### src/rtl/txTsCapture_pkg.sv
package txTsCapture_pkg;
  localparam logic [3:0] PRE_NIB = 4'h5;
  localparam logic [3:0] SFD_NIB = 4'hD;

  typedef struct packed {
    logic loadIdx;   // latch descriptor index at frame start
    logic capture;   // latch time and raise the write strobe
  } ctrlStrobes_t;
endpackage

### src/rtl/txTsCtrl.sv
module txTsCtrl
  import txTsCapture_pkg::*;
#(
  parameter int NIB_W = 4
) (
  input  logic             clk,
  input  logic             rstN,
  input  logic             frameStart,
  input  logic             tsReq,
  input  logic             txEn,
  input  logic [NIB_W-1:0] txData,
  output ctrlStrobes_t     strobes
);
  logic prePrev;
  logic armed;
  logic reqPend;
  logic sfdHit;

  // delimiter: current nibble 0xD, previous nibble 0x5, both with txEn high
  assign sfdHit = txEn && (txData == NIB_W'(SFD_NIB)) && prePrev && armed;

  always_ff @(posedge clk) begin
    if (!rstN) begin
      prePrev <= 1'b0;
      armed   <= 1'b1;
      reqPend <= 1'b0;
    end else begin
      prePrev <= txEn && (txData == NIB_W'(PRE_NIB));
      if (!txEn)       armed <= 1'b1;
      else if (sfdHit) armed <= 1'b0;
      if (frameStart)  reqPend <= tsReq;
    end
  end

  always_comb begin
    strobes.loadIdx = frameStart;
    strobes.capture = sfdHit && reqPend;
  end
endmodule

### src/rtl/txTsDatapath.sv
module txTsDatapath
  import txTsCapture_pkg::*;
#(
  parameter int TIME_W = 64,
  parameter int IDX_W  = 6
) (
  input  logic                clk,
  input  logic                rstN,
  input  ctrlStrobes_t        strobes,
  input  logic [IDX_W-1:0]    descIdx,
  input  logic [TIME_W-1:0]   sysTime,
  output logic [TIME_W/2-1:0] tsWordHi,
  output logic [TIME_W/2-1:0] tsWordLo,
  output logic [IDX_W-1:0]    tsDescIdx,
  output logic                tsValid
);
  localparam int HALF = TIME_W / 2;

  logic [IDX_W-1:0] idxHeld;

  always_ff @(posedge clk) begin
    if (!rstN) begin
      idxHeld   <= '0;
      tsWordHi  <= '0;
      tsWordLo  <= '0;
      tsDescIdx <= '0;
      tsValid   <= 1'b0;
    end else begin
      if (strobes.loadIdx) idxHeld <= descIdx;
      tsValid <= strobes.capture;
      if (strobes.capture) begin
        tsWordHi  <= sysTime[TIME_W-1:HALF];
        tsWordLo  <= sysTime[HALF-1:0];
        tsDescIdx <= idxHeld;
      end
    end
  end
endmodule

### src/rtl/txTsCapture.sv
module txTsCapture
  import txTsCapture_pkg::*;
#(
  parameter int TIME_W = 64,
  parameter int IDX_W  = 6,
  parameter int NIB_W  = 4
) (
  input  logic                clk,
  input  logic                rstN,
  input  logic                frameStart,
  input  logic                tsReq,
  input  logic [IDX_W-1:0]    descIdx,
  input  logic                txEn,
  input  logic [NIB_W-1:0]    txData,
  input  logic [TIME_W-1:0]   sysTime,
  output logic [TIME_W/2-1:0] tsWordHi,
  output logic [TIME_W/2-1:0] tsWordLo,
  output logic [IDX_W-1:0]    tsDescIdx,
  output logic                tsValid
);
  ctrlStrobes_t strobes;

  txTsCtrl #(.NIB_W(NIB_W)) u_ctrl (
    .clk(clk), .rstN(rstN), .frameStart(frameStart), .tsReq(tsReq),
    .txEn(txEn), .txData(txData), .strobes(strobes)
  );

  txTsDatapath #(.TIME_W(TIME_W), .IDX_W(IDX_W)) u_dp (
    .clk(clk), .rstN(rstN), .strobes(strobes), .descIdx(descIdx),
    .sysTime(sysTime), .tsWordHi(tsWordHi), .tsWordLo(tsWordLo),
    .tsDescIdx(tsDescIdx), .tsValid(tsValid)
  );
endmodule

### config.mk
export PLATFORM = sky130hd
export DESIGN_NAME = txTsCapture
export DESIGN_NICKNAME = d
export VERILOG_FILES = /design/src/rtl/txTsCapture_pkg.sv /design/src/rtl/txTsCtrl.sv /design/src/rtl/txTsDatapath.sv /design/src/rtl/txTsCapture.sv
export SDC_FILE = /design/constraint.sdc
export NUM_CORES = 1
export LEC_CHECK = 0
export CAP_MARGIN = 20
export CELL_PAD_IN_SITES_DETAIL_PLACEMENT = 0
export CELL_PAD_IN_SITES_GLOBAL_PLACEMENT = 1
export CORE_ASPECT_RATIO = 1.2
export CORE_MARGIN = 3
export CORE_UTILIZATION = 48
export CTS_CLUSTER_DIAMETER = 200
export DETAILED_ROUTE_END_ITERATION = 10
export DONT_BUFFER_PORTS = 1
export HOLD_SLACK_MARGIN = 0.05
export PLACE_DENSITY = 0.87
export SLEW_MARGIN = 10
export SYNTH_ARGS = -nofsm -noshare
export SYNTH_HDL_FRONTEND = slang
export SYNTH_SLANG_ARGS = --single-unit
### constraint.sdc
create_clock -name clk -period 2.2 [get_ports clk]
set_input_delay 0.44 -clock clk [delete_from_list [all_inputs] [get_ports clk]]
set_output_delay 0.44 -clock clk [all_outputs]
set_load 0.01 [all_outputs]
==> run metrics, run 1 <==
status=finished clean; H-tree depth=3; Root Buffer=clkbuf_8; per-instance average area after synthesis=9.559 µm²; startpoint class of the critical path=flop; antenna diode count=0; Worst Hold Class=primary input to flop; beginning of the worst register-to-register path=u_ctrl.prePrev; critical-path maximum fanout=38; first-pass GRT wire length=8.818 mm; final number of max-transition violations=0; synth unique cells=15; register area share after synthesis=49.42%; post-synthesis to final-layout area growth=3.552%; placer's final routability congestion estimate=0.7032; peak ir drop on the vdd network=451.9 µV; reg-to-reg slack, setup=850 ps; number of max-cap violations=0; count of nets left with antenna violations after detail routing=0; worst path required time=2460 ps; Hold Path Cell Cnt=1; WL per Instance=14.38 µm; CTS max path bufs=2; power density over the cells=763.7 nW/µm²; insertion delay to the later sink of the worst-skew pair=330 ps; number of remaining DRC errors=0; timing-limited maximum frequency=0.7432 GHz; placement-stage worst setup slack=700.4 ps; TritonCTS Buffers=9; total nets after synthesis=418; fraction of final layout cells with drive strength greater than 1=5.740%; highest metal layer with signal wires=met4; quantity of I/O buffers inserted on ports=0; antenna violations before repair=0; Total Die Area=7777 µm²; total length of routed met3 wires=682 µm; overall track demand over capacity in global routing=14.86%; number of search-and-repair iterations in the first detailed-routing pass=4; largest net degree at the start of global routing=151; number of placed I/O pins=150; drt first-iter violations=74; routed length on met2=3.021 mm; #FFs+latches synth=80; unrepaired setup endpoints after global routing=no; worst endpoint data arrival time=1600 ps; total via count after detailed routing=2120; Setup Viol. Count Final=0; count of fill cells added during filler insertion=601; Static Leakage=1.180 nW; post-synthesis cell count=339; vias in the first global route=1981; top library cells by usage in the layout, fill and taps aside=142 x nand2_1, 80 x dfxtp_1, 77 x mux2i_1; depth of the most critical reg-to-reg path=4; Worst Hold End=u_ctrl.armed; area inside the core boundary=6486 µm²; via/cell ratio=5.096; Yosys Warn Count=0; Critical Path End Type=flop; count of instances resized after the clock tree is built=0; Post-CTS Setup Bufs=0; launch point of the worst hold path=txEn; critical path startpoint=u_ctrl.prePrev; wire length the detailed router placed on met1=2.186 mm; terminus of the critical flop-to-flop path=u_dp.tsWordLo[9]; clock sink total=80; Die Span Y=96.01 µm; final wirelength=5.982 mm; clock transition time at the flip-flop clock pins of the worst setup and hold paths=80 ps; total of hold buffers inserted after clock tree synthesis=0; synthesized cell area=3241 µm²; worst max-slew margin expressed relative to the limit=82.32%; crit share post-route=61.16%; Worst-Margin Slew=265.2 ps; final hold violation count=0; Period minus WS final=1345 ps; Final TNS setup=0 ps; type of the worst setup path=flop to flop; Core Rows=32; worst-case clock skew=11.14 ps; placed wire-length estimate=4.135 mm; initial cell density of the core=49.96%; Die X-Extent=81.01 µm; clock tree from TritonCTS=yes; Final Worst Setup Slack=854.6 ps; commonest non-fill, non-tap cell in the layout=nand2_1; number of nets in the finished design=405; remaining global-route overflow=0
## cell usage after synthesis (all sizes together)
cell      n  share of area (%)
nand3b    1               0.62
nor3      2               0.46
clkbuf    6               0.73
mux2i    77                 24
and2      1               0.19
nor2b     7                1.4
buf      20                6.5
o21ai     1               0.15
nand3     2               0.31
nand2   142                 16
dfxtp    80                 49
## stage by stage
step / std cells / power (mW) / util, % / hold WS [ps] / cell area (µm²)
6_report: 416 / 2.563 / 51.74 / 172.2 / 3356
3_5_place_dp: 400 / 1.544 / 48.69 / 449.6 / 3158
2_1_floorplan: 339 / 1.576 / - / 437.4 / 3241
5_1_grt: 416 / 2.678 / 51.74 / 153.8 / 3356
3_3_place_gp: 400 / 1.540 / 48.69 / 445.8 / 3158
4_1_cts: 416 / 2.600 / 51.74 / 152.1 / 3356
## metal layers
| layer | vias to the layer above | GRT usage, % |
|---|---|---|
| li1 | 1063 | - |
| met1 | 961 | 14.21 |
| met2 | 89 | 26.16 |
| met3 | 7 | 7.303 |
| met4 | 0 | 7.465 |
| met5 | - | 0 |
## worst max-delay path by stage
stage / end / slack (ps)
floorplan: u_dp.tsDescIdx[3] / 870
global placement: u_dp.tsWordLo[3] / 750
detailed placement: u_dp.tsWordLo[9] / 700
CTS: u_dp.tsWordLo[9] / 850
global route: u_dp.tsDescIdx[5] / 760
finish: u_dp.tsWordLo[9] / 850
## logic make-up after synthesis
logic type	synth area share [%]
DFF	49.42
AOI/OAI and AO/OA	0.1543
and+or+nand+nor	19.38
muxes	23.78
buffers and inverters	7.259
## flip-flops by register name, indices dropped and copies added, names as in the netlist
signal          flops
u_dp.tsWordHi      32
u_dp.tsWordLo      32
u_ctrl.prePrev      1
u_dp.idxHeld        6
u_dp.tsValid        1
u_dp.tsDescIdx      6
u_ctrl.reqPend      1
u_ctrl.armed        1
## worst max-delay path: stages, from the launching register on
cell and delay (ps):
dfxtp_1 330, nand2_1 100, nor3_4 290, buf_12 290, mux2i_1 220
## layout make-up
| cell class | count | area, µm² | share of cell area (%) |
|---|---|---|---|
| clock inverter | 5 | 56.30 | 1.678 |
| timing repair buffer | 2 | 40.04 | 1.193 |
| clock buffer | 11 | 141.4 | 4.213 |
| multi-input combinational | 233 | 1410 | 42.02 |
| tap | 85 | 106.4 | 3.169 |
| sequential | 80 | 1602 | 47.73 |
## power by group
part / leakage, nW / internal (mW) / switching, mW
Combinational: 0.435 / 0.0284 / 0.0214
Sequential: 0.645 / 1.45 / 0.00414
Clock: 0.0993 / 0.554 / 0.500
(Power assumes the default switching activity.)
==> inputs of run 2 (changes only) <==
Settings changed: CORE_UTILIZATION 48 to 45, PLACE_DENSITY 0.87 to 0.83.
Clock period 2.2 ns to 1.32 ns, I/O delays scaled along.
==> run metrics, run 2 (synthesized netlist as in run 1, its figures left out) <==
unrepaired setup endpoints after global routing=yes; drt first-iter violations=73; critical-path maximum fanout=8; first-pass GRT wire length=11.21 mm; worst max-slew margin expressed relative to the limit=88.71%; NetSw=0.8857 mW; Die Span Y=98.96 µm; placed wire-length estimate=4.488 mm; Gate power share=3.7%; Period minus WS final=1263 ps; fraction of power consumed by sequential logic=53.1%; Static Leakage=1.424 nW; commonest non-fill, non-tap cell in the layout=nand2_1; placement-stage worst setup slack=31.54 ps; startpoint class of the critical path=flop; antenna diode count=0; Final TNS setup=0 ps; initial cell density of the core=47.00%; largest incremental delay on the critical path=340 ps; antenna violations before repair=0; timing-limited maximum frequency=0.7921 GHz; CTS max path bufs=2; Core Rows=33; remaining global-route overflow=0; number of remaining DRC errors=0; vias in the first global route=2397; Critical Path End Type=flop; Setup Viol. Count Final=0; count of buffering cells on the critical path with inverters included=2; TritonCTS Buffers=9; placer's final routability congestion estimate=0.7126; Total Die Area=8260 µm²; WL per Instance=15.51 µm; final total power=4.581 mW; family with the most delay on the worst path=buffers and inverters; Worst-Margin Slew=164.7 ps; area inside the core boundary=6895 µm²; largest registers=u_dp.tsWordHi (32), u_dp.tsWordLo (32); crit share post-route=95.64%; number of max-cap violations=0; status=finished clean; cell breakdown of the critical path=nand3_2 > nor3_4 > buf_6 > clkbuf_16 > mux2i_1; Die X-Extent=83.47 µm; clock tree from TritonCTS=yes; via/cell ratio=4.991; final wirelength=7.182 mm; largest net degree at the start of global routing=148; number of search-and-repair iterations in the first detailed-routing pass=4; fraction of final layout cells with drive strength greater than 1=9.043%; peak ir drop on the vdd network=669.3 µV; worst endpoint data arrival time=1520 ps; worst hold slack=51.86 ps; Internal=3.696 mW; number of nets in the finished design=451; power density over the cells=1171 nW/µm²; top library cells by usage in the layout, fill and taps aside=142 x nand2_1, 78 x dfxtp_1, 77 x mux2i_1; clock share of power=43.2%; post-synthesis to final-layout area growth=20.73%; number of placed I/O pins=150; Root Buffer=clkbuf_8; count of nets left with antenna violations after detail routing=0; net switching fraction of the power=19.33%; clock transition time at the flip-flop clock pins of the worst setup and hold paths=70 ps; clock sink total=80; worst-case clock skew=7.595 ps; Slowest cell on crit path=dfxtp_2; worst path required time=1580 ps; final hold violation count=0; Worst Hold Class=primary input to flop; overall track demand over capacity in global routing=16.70%; quantity of I/O buffers inserted on ports=0; Final Worst Setup Slack=57.49 ps; insertion delay to the later sink of the worst-skew pair=330 ps; final number of max-transition violations=0; H-tree depth=3; type of the worst setup path=flop to flop; total via count after detailed routing=2311
[run 2: cell count changes in the layout (fill, tap and decap cells not counted), sizes merged]
cell and delta:
bufinv +1, clkinvlp -1, buf +9, dlygate4sd3 +34, clkbuf +4, clkinv -2
[run 2: area by class of cell]
cell class	count	area, µm²
clock buffer	12	155.1
clock inverter	3	65.06
timing repair buffer	48	559.3
tap	87	108.9
sequential	80	1604
multi-input combinational	233	1420
fill	600	2983
[run 2: path summary, 6_finish.rpt]
path / startpoint / endpoint / slack, ps / cells after the start
setup / recovery: u_ctrl.reqPend / u_dp.tsWordHi[26] / 60 / 5
hold / removal: txEn / u_ctrl.prePrev / 50 / 2
setup reg to reg: u_ctrl.reqPend / u_dp.tsWordHi[26] / 60 / 5
hold reg to reg: u_dp.idxHeld[3] / u_dp.tsDescIdx[3] / 470 / 2
[run 2: timing repair]
action / in CTS / in global routing
gates resized for setup: 0 / 7
buffers inserted: 0 / 2
endpoints found under the hold margin: 35 / 1
setup endpoints to repair: 0 / 39
hold buffers: 34 / 1
[run 2: through the flow]
stage	util, %	instances	instance area, µm²
finish	56.74	463	3913
global placement	46.96	409	3238
global route	56.74	463	3913
CTS	55.09	458	3799
floorplan	-	339	3241
detailed placement	46.96	409	3238
[run 2: per-layer routing]
layer	vias up	track usage (%)	wire length [µm]
li1	1151	-	-
met1	1054	17.99	2779
met2	96	28.95	3648
met3	10	6.605	634
met4	0	7.426	120
met5	-	0	0
[run 2: worst reg2reg max path, stage by stage, from the launching register on]
cell	delay [ps]
dfxtp_2	340
nand3_2	90
nor3_4	200
buf_6	190
clkbuf_16	180
mux2i_1	190
[run 2: power by group through the flow]
| stage | Combinational, mW | Sequential (mW) | Clock (mW) |
|---|---|---|---|
| 2_1_floorplan | 0.141 | 2.49 | 0 |
| 3_3_place_gp | 0.0804 | 2.49 | 0 |
| 3_5_place_dp | 0.0856 | 2.49 | 0 |
| 4_1_cts | 0.167 | 2.43 | 2.03 |
| 5_1_grt | 0.190 | 2.43 | 2.13 |
| 6_report | 0.169 | 2.43 | 1.98 |
